`config.mk`:
```
export PLATFORM = sky130hd
export DESIGN_NAME = reset_sequencer
export DESIGN_NICKNAME = d
export VERILOG_FILES = /design/src/rtl/reset_sequencer.sv
export SDC_FILE = /design/constraint.sdc
export NUM_CORES = 1
export LEC_CHECK = 0
export ABC_AREA = 1
export ABC_CLOCK_PERIOD_IN_PS = 2500
export BUFFER_PORTS_ARGS = -buffer_cell sky130_fd_sc_hd__buf_2
export CORE_MARGIN = 2
export CORE_UTILIZATION = 55
export CTS_CLUSTER_DIAMETER = 40
export DETAILED_ROUTE_END_ITERATION = 6
export GPL_TIMING_DRIVEN = 0
export PLACE_DENSITY = 0.72
export SLEW_MARGIN = 40
export SYNTH_ARGS = -nofsm -noshare
export SYNTH_HDL_FRONTEND = slang
export SYNTH_SLANG_ARGS = --single-unit
```
`constraint.sdc`:
```
create_clock -name clk -period 2.5 [get_ports clk]
set_input_delay 0.625 -clock clk [delete_from_list [all_inputs] [get_ports clk]]
set_output_delay 0.625 -clock clk [all_outputs]
set_load 0.05 [all_outputs]
```
`src/rtl/reset_sequencer.sv`:
```
module reset_sequencer #(
  parameter int PHASE_CYC  = 6000,
  parameter int STAB_LONG  = 4096,
  parameter int STAB_SHORT = 256
) (
  input  logic clk,
  input  logic por_n,
  input  logic pad_in,
  output logic pad_drive_low,
  input  logic lv_detect,
  input  logic wdog_expired,
  input  logic opcode_fault,
  input  logic osc_is_crystal,
  input  logic clr_lv_flag,
  input  logic clr_wd_flag,
  output logic core_reset,
  output logic flag_lv,
  output logic flag_wd
);

  localparam int M1   = (PHASE_CYC > STAB_LONG) ? PHASE_CYC : STAB_LONG;
  localparam int MAXC = (M1 > STAB_SHORT) ? M1 : STAB_SHORT;
  localparam int CW   = (MAXC < 2) ? 1 : $clog2(MAXC);

  typedef enum logic [1:0] {S_RUN, S_PHASE, S_REL, S_STAB} st_t;

  st_t           st;
  logic [CW-1:0] cnt;

  wire any_cause  = lv_detect | ~pad_in | wdog_expired | opcode_fault;
  wire fire       = ((st == S_RUN) || (st == S_STAB)) && any_cause;
  wire phase_done = (cnt == CW'(PHASE_CYC - 1));
  wire [CW-1:0] stab_end = osc_is_crystal ? CW'(STAB_LONG - 1) : CW'(STAB_SHORT - 1);

  always_ff @(posedge clk or negedge por_n) begin
    if (!por_n) begin
      st  <= S_PHASE;
      cnt <= '0;
    end else if (fire) begin
      st  <= S_PHASE;
      cnt <= '0;
    end else begin
      case (st)
        S_PHASE: begin
          if (!phase_done) cnt <= cnt + 1'b1;
          else if (!lv_detect) st <= S_REL;
        end
        S_REL: begin
          if (lv_detect) begin
            st  <= S_PHASE;
            cnt <= '0;
          end else if (pad_in) begin
            st  <= S_STAB;
            cnt <= '0;
          end
        end
        S_STAB: begin
          if (cnt >= stab_end) st <= S_RUN;
          else cnt <= cnt + 1'b1;
        end
        default: ;
      endcase
    end
  end

  always_ff @(posedge clk or negedge por_n) begin
    if (!por_n) begin
      flag_lv <= 1'b0;
      flag_wd <= 1'b0;
    end else begin
      if (clr_lv_flag) flag_lv <= 1'b0;
      if (clr_wd_flag) flag_wd <= 1'b0;
      if (fire && !lv_detect) flag_wd <= wdog_expired;
      if (lv_detect) begin
        flag_lv <= 1'b1;
        flag_wd <= 1'b0;
      end
    end
  end

  assign core_reset    = (st != S_RUN);
  assign pad_drive_low = (st == S_PHASE);

endmodule

```
# ---- Yosys cells after proc, flatten, opt, wreduce, memory -nomap -nowiden
# Index checks and enable logic that the tools add are counted.
# Widths: inputs -> output; s select.
dict set report word_totals {
  ff_bits 17
  wordCells 50
  out_inout_bits 4
  inputBits 9
}
dict set report classes {
  n_mux 19
  n_bitwise 4
  eq_ne 10
  add_sub_neg 1
  n_reduce_logical 11
  order_cmp 1
}
# cell count
set op_table {}
lappend op_table {{$mux 13} 5}
lappend op_table {{$pmux 13 s3} 1}
lappend op_table {{$add 13x1->13 const B} 1}
lappend op_table {{$eq 13x13->1 const B} 1}
lappend op_table {{$ge 13x12->1} 1}
lappend op_table {{$mux 12} 1}
lappend op_table {{$mux 2} 6}
lappend op_table {{$ne 3x2->1 const B} 2}
lappend op_table {{$ne 3x3->1 const B} 2}
lappend op_table {{$pmux 2 s3} 1}
lappend op_table {{$mux 1} 5}
lappend op_table {{$reduce_and 5->1} 1}
lappend op_table {{$eq 2x2->1 const B} 2}
lappend op_table {{$ne 4x4->1 const B} 1}
lappend op_table {{$reduce_and 4->1} 1}
lappend op_table {{$reduce_bool 2->1} 2}
lappend op_table {{$reduce_bool 4->1} 1}
lappend op_table {{$ne 3x1->1 const B} 1}
lappend op_table {{$or 1x1->1} 3}
lappend op_table {{$reduce_bool 3->1} 1}
lappend op_table {{$eq 2x1->1 const B} 1}
lappend op_table {{$logic_and 1x1->1} 2}
lappend op_table {{$logic_not 2->1} 1}
lappend op_table {{$logic_not 1->1} 1}
lappend op_table {{2 further kinds} 2}

# ---- Logic depth before layout (Yosys ltp)
# Gate-level depths: netlist of run 1.
dict set report logic_depth {
  word_depth 8
  mapped_depth 13
  depth_no_buf 12
}

# ---- Least setup slack after synthesis of run 1
# Ideal clock, no wire load.
dict set report synth_timing {
  path_kind {register -> register}
  from {reg st[0]}
  to {reg cnt[4]}
  required_ps 2383
  setup_time_ps 117
  path_slack_ps 597
  t_arrival_ps 1787
  stages_incl_launch_ff 10
  synth_period_minus_slack_ps 1903
  n_path_buf 1
  cell_sequence {dfstp_2 > ha_1 > nor3_1 > nand2_1 > o21ai_1 > nor2_2 > nand2_4 > buf_6 > nand2_1 > nand2_1}
}
dict set report synth_between {
  word_cells_on_any_way 13
  cone_classes {eq/ne (6); mux (2); reduce/logical (5)}
}
# item line
set synth_lines {}
lappend synth_lines {{from (decl)} 27} ;# st_t st;
lappend synth_lines {{from (signal assigned)} 37} ;# st <= S_PHASE;
lappend synth_lines {{from (signal assigned)} 40} ;# st <= S_PHASE;
lappend synth_lines {{from (signal assigned)} 46} ;# else if (!lv_detect) st <= S_REL;
lappend synth_lines {{$eq 2x1->1 *} --}
lappend synth_lines {{via pad_drive_low} 9} ;# output logic pad_drive_low,
lappend synth_lines {{$ne 3x3->1 (no source line) (tied with other cells)} --}
lappend synth_lines {{$reduce_and 4->1 (no source line) / $mux 13 (equally long branches)} --}
lappend synth_lines {{to (signal assigned)} 45} ;# if (!phase_done) cnt <= cnt + 1'b1;
lappend synth_lines {{to (signal assigned)} 59} ;# else cnt <= cnt + 1'b1;
lappend synth_lines {{to (decl)} 28} ;# logic [CW-1:0] cnt;
# The timed path passes the listed nets; every way through them passes the cells marked *.
# A chain may end at the register's enable or synchronous reset.

# ---- Worst setup path after layout of run 1
dict set report layout_timing {
  from {reg st[0]}
  to {out core_reset}
}
dict set report layout_between {
  elab_chain_cells 1
}
# item line
set layout_lines {}
lappend layout_lines {{$reduce_bool 2->1} 81} ;# assign core_reset = (st != S_RUN);
lappend layout_lines {{to (decl)} 16} ;# output logic core_reset,
# No other way between the ends.

==> impl_metrics.yaml, run 1 <==
placed_design:
  gp_routability_congestion: 0.972
  place_ws_ns: 0.341
  hpwl_mm: 2.47
  portBuffers: 12
sta:
  final-max-slew-violation-count: 0
  rsz0062_at_grt: "false"
  period_share: 0.831
  setup_viol: 0
  fin_worst_skew_ns: 0.00337
  tightest_slew_ns: 0.492
  finalSetupTns_ns: 0
  fin_crit_ns: 2.08
  slew_headroom: 0.672
  max_freq_mhz: 481
  hold_viol_final: 0
  setup_ws_ns: 0.423
  hold_slack_ns: 0.236
cells_and_area:
  layout-drive-gt1-share: 0.147
  area_growth_pct: 8.83
  post-route-util: 0.628
  final_cell_mix: "nand2_1 (67), nor2_1 (33), inv_1 (26)"
  multi_input_area_sq_um: 863
  n_fill_cell: 235
  mostFrequentLayoutCell: "nand2_1"
  diodes: 0
  regArea_sq_um: 427
  nets: 252
drt:
  drt_iter0_drc: 59
  wl_mm: 3.19
  route.detailed.drc: 0
  via_per_inst: 5.22
  ant_nets: 0
  drt_pre_antenna_iters: 4
  post_drt_wl_per_cell_um: 12.2
  num_vias: 1368
synthesis:
  ys_ff_latch: 17
  syn-cell-area_sq_mm: 0.00142
  synth_cells: 216
  ys_seq_area_frac: 0.301
  synthDistinctLibCells: 25
  postSynthAreaPerCell_sq_um: 6.56
  synth_nets: 235
  yosysWarningCount: 0
floorplanning:
  start_util: 0.577
  pin_count: 13
  fp.coreArea_sq_mm: 0.00245
  die_h_um: 54.8
  row_count: 18
  die_width_um: 54.8
  dieArea_sq_mm: 0.00300
setup_path:
  critical_path.max_stage_delay_ns: 0.58
  reg2reg_to: "cnt[10]"
  cp_data_required_time_ns: 1.88
  startpoint_type: "flop"
  path_common_cell: "inv_1"
  reg2reg_depth: 11
  path_cells: "inv_1 > ha_1 > inv_1 > buf_2"
  path_buf_inv: 3
  slowest_stage: "dfstp_2"
  crit_family: "flip-flops"
  r2r_slack_ns: 0.51
  cp.arrival_ns: 1.45
  crit_type: "flop to output pin"
  cp-end-kind: "output pin"
  reg2reg_from: "st[0]"
  cp_max_fo: 4
clock_network:
  cts_buffer_depth: 2
  cts.repair.resized: 0
  htree_num_levels: 1
  post_cts_buffers: 0
  cts_buffers: 3
  cts_hold_buf: 0
  clk_pin_slew_worst_paths_ns: 0.11
  cts-root-buf: "clkbuf_4"
  cts_sinks: 17
  clk_latency_ns: 0.29
  cts_tree: "built"
global_route:
  antenna_found_initial: 0
  grt_pass1_wl_mm: 5.33
  grt-ovfl-total: 0
  grt_max_degree: 18
  grt_pass1_vias: 1274
  grt_util_all_layers: 0.249
pwr:
  power_leakage_nw: 0.796
  vdd_ir_drop_max_mv: 0.695
  power.density_mw_per_mm2: 879
run:
  drv_cap: 0
min_path:
  worst_hold_path_type: "input pin to asynchronous set/reset pin"
outcome:
  status: "finished clean"
## kinds of logic after synthesis
kind of cell	Yosys count	synth area share
fa+ha+maj	10	0.0883
xor+xnor	3	0.0185
flops	17	0.301
simple gates	145	0.462
compound gates	11	0.0406
buf+inv	30	0.0900
## worst max path at each step
stage / startpoint / cells past startpoint / slack, ns / endpoint
finish: st[0] / 4 / 0.42 / core_reset
global route: st[0] / 11 / 0.34 / cnt[0]
CTS: st[0] / 4 / 0.41 / core_reset
detailed placement: osc_is_crystal / 14 / 0.34 / cnt[10]
global placement: osc_is_crystal / 14 / 0.40 / cnt[5]
floorplan: st[0] / 9 / 0.60 / cnt[4]
## metrics by stage
step / std cells / instance area [sq um] / total power, mW
after floorplan: 216 / 1420 / 1.01
after global placement: 258 / 1520 / 1.18
after detailed placement: 258 / 1520 / 1.21
after CTS: 262 / 1540 / 1.36
after global routing: 262 / 1540 / 1.47
final: 262 / 1540 / 1.36
## layout make-up
cell class | instances | area share
multi-input cells | 169 | 0.560
flip-flops and latches | 17 | 0.277
inverters | 26 | 0.0633
repair buffers | 12 | 0.0389
well taps | 30 | 0.0243
plain buffers | 4 | 0.0195
clock buffers | 3 | 0.0146
clock inverters | 1 | 0.00324
## worst reg2reg max path: cells and delay by family (launching register included)
kind            cells  cell delay (ns)
simple gates        6             0.62
flops               1             0.58
buf+inv             3             0.33
fa+ha+maj           1             0.30
compound gates      1             0.07
## routing by layer
layer | share of wire | vias up | wire length (um) | GRT usage
li1 | - | 709 | - | -
met1 | 0.47 | 624 | 1500 | 0.325
met2 | 0.48 | 33 | 1530 | 0.423
met3 | 0.043 | 2 | 137 | 0.0355
met4 | 0.0063 | 0 | 20 | 0.0708
met5 | 0 | - | 0 | 0
## Yosys cell counts
cell type,instances,area (sq um)
nand4_1,4,25.0
buf_6,1,11.3
dfstp_2,1,26.3
inv_1,26,97.6
nand3_1,19,95.1
nand2_2,6,37.5
a21oi_1,6,30.0
nor2_1,33,124
nand2_4,2,22.5
xnor2_1,1,8.76
nor3_2,1,10.0
dfrtp_1,16,400
nor3b_1,2,15.0
o21ai_1,1,5.00
buf_4,2,15.0
nor2_4,1,11.3
ha_1,10,125
nor3_1,3,15.0
clkbuf_1,1,3.75
nor2_2,4,25.0
nand2_1,67,251
xor2_1,2,17.5
o21ai_0,3,15.0
nand3b_1,3,22.5
o21bai_1,1,7.51
## where the power goes
| group | switching, mW | internal (mW) | total [mW] |
|---|---|---|---|
| logic | 0.582 | 0.248 | 0.830 |
| clock network | 0.0937 | 0.0595 | 0.153 |
| registers | 0.0444 | 0.328 | 0.372 |
## flip-flops by register name, indices dropped and copies added (netlist names)
| register | count |
|---|---|
| flag_wd | 1 |
| st | 2 |
| cnt | 13 |
| flag_lv | 1 |
Note: power is estimated with default switching activity, not from simulation.
==> inputs of run 2 (changes only) <==
Settings changed: ABC_CLOCK_PERIOD_IN_PS 2500 to 1850, CORE_UTILIZATION 55 to 53.
Clock period 2.5 ns to 1.85 ns, I/O delays scaled along.
==> run 2 against run 1 <==
  * Clock power rose by 40%
  * Design area grew 10%
  * Clock skew down 0.0016 ns
  * Global-route usage decreased by 1.1 points
  * Wire length rose by 7.9%
  * Power increased by 67%
  * Critical path type unchanged
  * Worst setup slack got worse by 0.37 ns
  * Combinational power grew 88%
  * Sequential share of layout area shrank 2.4 points
  * Sequential cell count is the same
  * Largest power group unchanged
  * Clock-buffer cell count unchanged
==> impl_metrics.yaml, run 2 (synthesis gave the netlist of run 1 again) <==
outcome:
  status: "finished clean"
floorplanning:
  die_h_um: 55.7
  start_util: 0.567
  die_width_um: 55.7
  row_count: 18
  pin_count: 13
  dieArea_sq_mm: 0.00310
  fp.coreArea_sq_mm: 0.00250
setup_path:
  r2r_slack_ns: 0.06
  path_cells: "inv_2 > ha_4 > inv_1 > clkbuf_4"
  crit_type: "flop to output pin"
  reg2reg_depth: 10
  startpoint_type: "flop"
  cp_data_required_time_ns: 1.39
  slowest_stage: "dfstp_2"
  reg2reg_from: "st[0]"
  cp-end-kind: "output pin"
  cp.arrival_ns: 1.34
  critical_path.max_stage_delay_ns: 0.57
  cp_max_fo: 3
  reg2reg_to: "cnt[10]"
clock_network:
  cts-root-buf: "clkbuf_4"
  clk_pin_slew_worst_paths_ns: 0.11
  cts_hold_buf: 0
  htree_num_levels: 1
  cts_sinks: 17
  cts_buffer_depth: 2
  cts_buffers: 3
  clk_latency_ns: 0.30
  cts_tree: "built"
cells_and_area:
  layout-drive-gt1-share: 0.242
  mostFrequentLayoutCell: "nand2_1"
  largest_reg_flops: 13
  n_fill_cell: 222
  final_cell_mix: "nand2_1 (66), nor2_1 (32), inv_1 (24)"
  top_regs: "cnt (13), st (2)"
  area_growth_pct: 20.0
  regMostFlops: "cnt"
  fin_cells: 270
  nets: 260
  diodes: 0
  stdcell_area_sq_mm: 0.00170
  post-route-util: 0.681
pwr:
  p_switching_mw: 1.14
  swShare: 0.503
  p_seq_frac: 0.220
  pwr-share-clk: 0.094
  power.density_mw_per_mm2: 1330
  power_leakage_nw: 0.846
  intPower_mw: 1.13
  combPwrFrac: 0.686
  vdd_ir_drop_max_mv: 0.955
  power_mw: 2.27
drt:
  post_drt_wl_per_cell_um: 12.7
  route.detailed.drc: 0
  drt_iter0_drc: 45
  drt_pre_antenna_iters: 4
  ant_nets: 0
  wl_mm: 3.44
  via_per_inst: 5.42
  num_vias: 1464
global_route:
  antenna_found_initial: 0
  grt_max_degree: 18
  grt_util_all_layers: 0.238
  grt-ovfl-total: 0
  grt_pass1_vias: 1437
  grt_pass1_wl_mm: 5.97
placed_design:
  portBuffers: 12
  hpwl_mm: 2.45
  gp_routability_congestion: 0.968
  placed_area_sq_mm: 0.00152
  dp_cells: 258
sta:
  tightest_slew_ns: 0.396
  fin_crit_ns: 1.80
  finalSetupTns_ns: 0
  max_freq_mhz: 556
  slew_headroom: 0.736
  setup_viol: 0
  final-max-slew-violation-count: 0
  period_share: 0.972
  fin_worst_skew_ns: 0.00180
  hold_viol_final: 0
run:
  drv_cap: 0
min_path:
  worst_hold_path_type: "input pin to asynchronous set/reset pin"
run 2: cell type report:
cell class / count / area, sq um / share of cell area
plain buffers: 4 / 35.0 / 0.0206
clock buffers: 3 / 22.5 / 0.0132
clock inverters: 1 / 5.00 / 0.00294
inverters: 26 / 97.6 / 0.0574
multi-input cells: 169 / 937 / 0.551
flip-flops and latches: 17 / 430 / 0.253
well taps: 30 / 37.5 / 0.0221
repair buffers: 20 / 136 / 0.0801
run 2: power groups by stage:
stage	combinational (mW)	sequential, mW	clock, mW
finish	1.56	0.499	0.214
detailed placement	1.11	0.513	0
floorplan	0.823	0.543	0
global route	1.68	0.507	0.237
CTS	1.37	0.496	0.217
global placement	1.09	0.507	0
run 2: worst max-delay path: cells and delay by family (launching register included):
kind                     cells  cell delay (ns)
adder cells (fa/ha/maj)      1             0.14
buffers and inverters        3             0.31
flip-flops                   1             0.57
run 2: metal layers:
| layer | vias up | GRT usage | part of all wire |
|---|---|---|---|
| met2 | 49 | 0.437 | 0.49 |
| met5 | - | 0 | 0 |
| met1 | 678 | 0.290 | 0.44 |
| li1 | 728 | - | - |
| met3 | 9 | 0.0302 | 0.054 |
| met4 | 0 | 0.0662 | 0.018 |
run 2: timing repair:
item | 4_1_cts | 5_1_grt
pin swaps | 4 | 3
resized for setup | 7 | 21
buffers inserted | 6 | 1
gates cloned | 1 | 0
setup endpoints to repair | 15 | 17
run 2: how the worst max path moves through the flow:
stage | startpoint | to | cells past startpoint
after floorplan | st[0] | cnt[4] | 11
after global placement | osc_is_crystal | cnt[5] | 14
after detailed placement | st[0] | cnt[10] | 11
after CTS | st[0] | cnt[10] | 11
after global routing | cnt[10] | cnt[6] | 9
final | st[0] | core_reset | 4
run 2: per-stage QoR:
stage / worst slack, ns / hold slack (ns)
6_report: 0.0510 / 0.0647
2_1_floorplan: 0.0954 / 0.167
5_1_grt: -0.0315 / 0.0980
4_1_cts: 0.00421 / 0.0815
3_5_place_dp: -0.146 / 0.417
3_3_place_gp: -0.0833 / 0.401
==> inputs of run 3 (changes only) <==
Settings changed: ABC_CLOCK_PERIOD_IN_PS 1850 to 2000, CORE_UTILIZATION 53 to 55.
Clock period 1.85 ns to 2 ns, I/O delays scaled along.
==> run 3 against run 2 <==
  * Die area shrank 3.4%
  * Wire length down 5.1%
  * Non-clock buffer count shrank 4
  * Critical path depth down 1
  * Sequential power down 6.2%
  * Clock-buffer cell count stayed put
  * Clock skew increased by 0.0022 ns
  * Via count down 4.8%
  * Critical endpoint is now pad_drive_low
==> impl_metrics.yaml, run 3 (synthesis gave the netlist of run 1 again) <==
drt:
  num_vias: 1393
  drt_iter0_drc: 54
  post_drt_wl_per_cell_um: 12.3
  ant_nets: 0
  via_per_inst: 5.24
  wl_mm: 3.26
  route.detailed.drc: 0
  drt_pre_antenna_iters: 5
global_route:
  grt_util_all_layers: 0.252
  grt_pass1_wl_mm: 5.39
  grt-ovfl-total: 0
  grt_pass1_vias: 1293
  grt_max_degree: 18
  antenna_found_initial: 0
run:
  drv_cap: 0
setup_path:
  cp.arrival_ns: 1.43
  crit_type: "flop to output pin"
  critical_path.max_stage_delay_ns: 0.44
  cp-end-kind: "output pin"
  cp_data_required_time_ns: 1.50
  slowest_stage: "dfrtp_1"
  startpoint_type: "flop"
  crit_family: "flip-flops"
  path_buf_inv: 2
  path_cells: "inv_1 > ha_1 > buf_2"
  cp_max_fo: 5
cells_and_area:
  nets: 256
  multi_input_area_sq_um: 890
  mostFrequentLayoutCell: "nand2_1"
  n_fill_cell: 220
  regMostFlops: "cnt"
  final_cell_mix: "nand2_1 (67), nor2_1 (33), inv_1 (24)"
  largest_reg_flops: 13
  area_growth_pct: 13.2
  regArea_sq_um: 427
  fin_cells: 266
  layout-drive-gt1-share: 0.186
  top_regs: "cnt (13), st (2)"
  diodes: 0
floorplanning:
  die_h_um: 54.8
  pin_count: 13
  row_count: 18
  fp.coreArea_sq_mm: 0.00245
  die_width_um: 54.8
  start_util: 0.577
  dieArea_sq_mm: 0.00300
placed_design:
  gp_routability_congestion: 0.972
  dp_cells: 258
  hpwl_mm: 2.47
  portBuffers: 12
sta:
  finalSetupTns_ns: 0
  final-max-slew-violation-count: 0
  period_share: 0.966
  hold_viol_final: 0
  setup_viol: 0
  hold_slack_ns: 0.111
  fin_worst_skew_ns: 0.00404
  slew_headroom: 0.734
  fin_crit_ns: 1.93
  max_freq_mhz: 518
  tightest_slew_ns: 0.399
clock_network:
  cts_tree: "built"
  cts-root-buf: "clkbuf_4"
  htree_num_levels: 1
  cts_buffer_depth: 2
  cts_buffers: 3
  clk_latency_ns: 0.30
  clk_pin_slew_worst_paths_ns: 0.11
  cts_sinks: 17
pwr:
  vdd_ir_drop_max_mv: 1.00
  combPwrFrac: 0.649
  power_leakage_nw: 0.819
  p_seq_frac: 0.248
  p_switching_mw: 0.957
  intPower_mw: 0.929
  pwr-share-clk: 0.103
  power.density_mw_per_mm2: 1180
  swShare: 0.508
outcome:
  status: "finished clean"
min_path:
  worst_hold_path_type: "input pin to asynchronous set/reset pin"
[run 3: changes by cell type in the layout (fill, tap and decap cells not counted), sizes merged]
cell and delta:
clkbuf -1, buf -3
[run 3: path summary, 6_finish.rpt]
path / from / end / slack, ns / depth (start not counted)
setup / recovery: st[1] / pad_drive_low / 0.07 / 3
hold / removal: por_n / cnt[7] / 0.11 / 1
setup reg to reg: st[0] / cnt[1] / 0.13 / 10
hold reg to reg: st[0] / st[0] / 0.50 / 2
max in group asynchronous: por_n / st[0] / 1.57 / 1
min in group clk: clr_lv_flag / flag_lv / 0.38 / 2
[run 3: area by class of cell]
type	instances	area share
Buffer	4	0.0218
Clock inverter	1	0.00312
Multi-Input combinational cell	169	0.555
Tap cell	30	0.0234
Sequential cell	17	0.266
Timing Repair Buffer	16	0.0562
Clock buffer	3	0.0140
Inverter	26	0.0608
[run 3: stage by stage]
step	worst slack, ns	util	total power, mW	area, sq um
6_report	0.0685	0.653	1.89	1600
2_1_floorplan	0.0966	-	1.26	1420
4_1_cts	0.0205	0.635	1.75	1560
3_5_place_dp	-0.0337	0.617	1.51	1520
5_1_grt	-0.00465	0.653	2.04	1600
3_3_place_gp	0.0248	0.617	1.47	1520
[run 3: per-layer routing]
layer | global-route usage | vias to the layer above | wire [um]
li1 | - | 722 | -
met1 | 0.327 | 631 | 1480
met2 | 0.431 | 34 | 1610
met3 | 0.0355 | 6 | 146
met4 | 0.0708 | 0 | 28
met5 | 0 | - | 0
[run 3: power groups by stage]
stage | combinational (mW) | sequential [mW] | clock [mW]
global route | 1.35 | 0.476 | 0.217
CTS | 1.09 | 0.464 | 0.197
finish | 1.22 | 0.468 | 0.194
global placement | 1.00 | 0.468 | 0
detailed placement | 1.04 | 0.470 | 0
floorplan | 0.756 | 0.502 | 0
[run 3: what timing repair did]
action,in CTS,in global routing
setup endpoints to repair,1,15
pin swaps,1,3
setup buffers,2,2
resized for setup,0,9
hold buffers,0,0
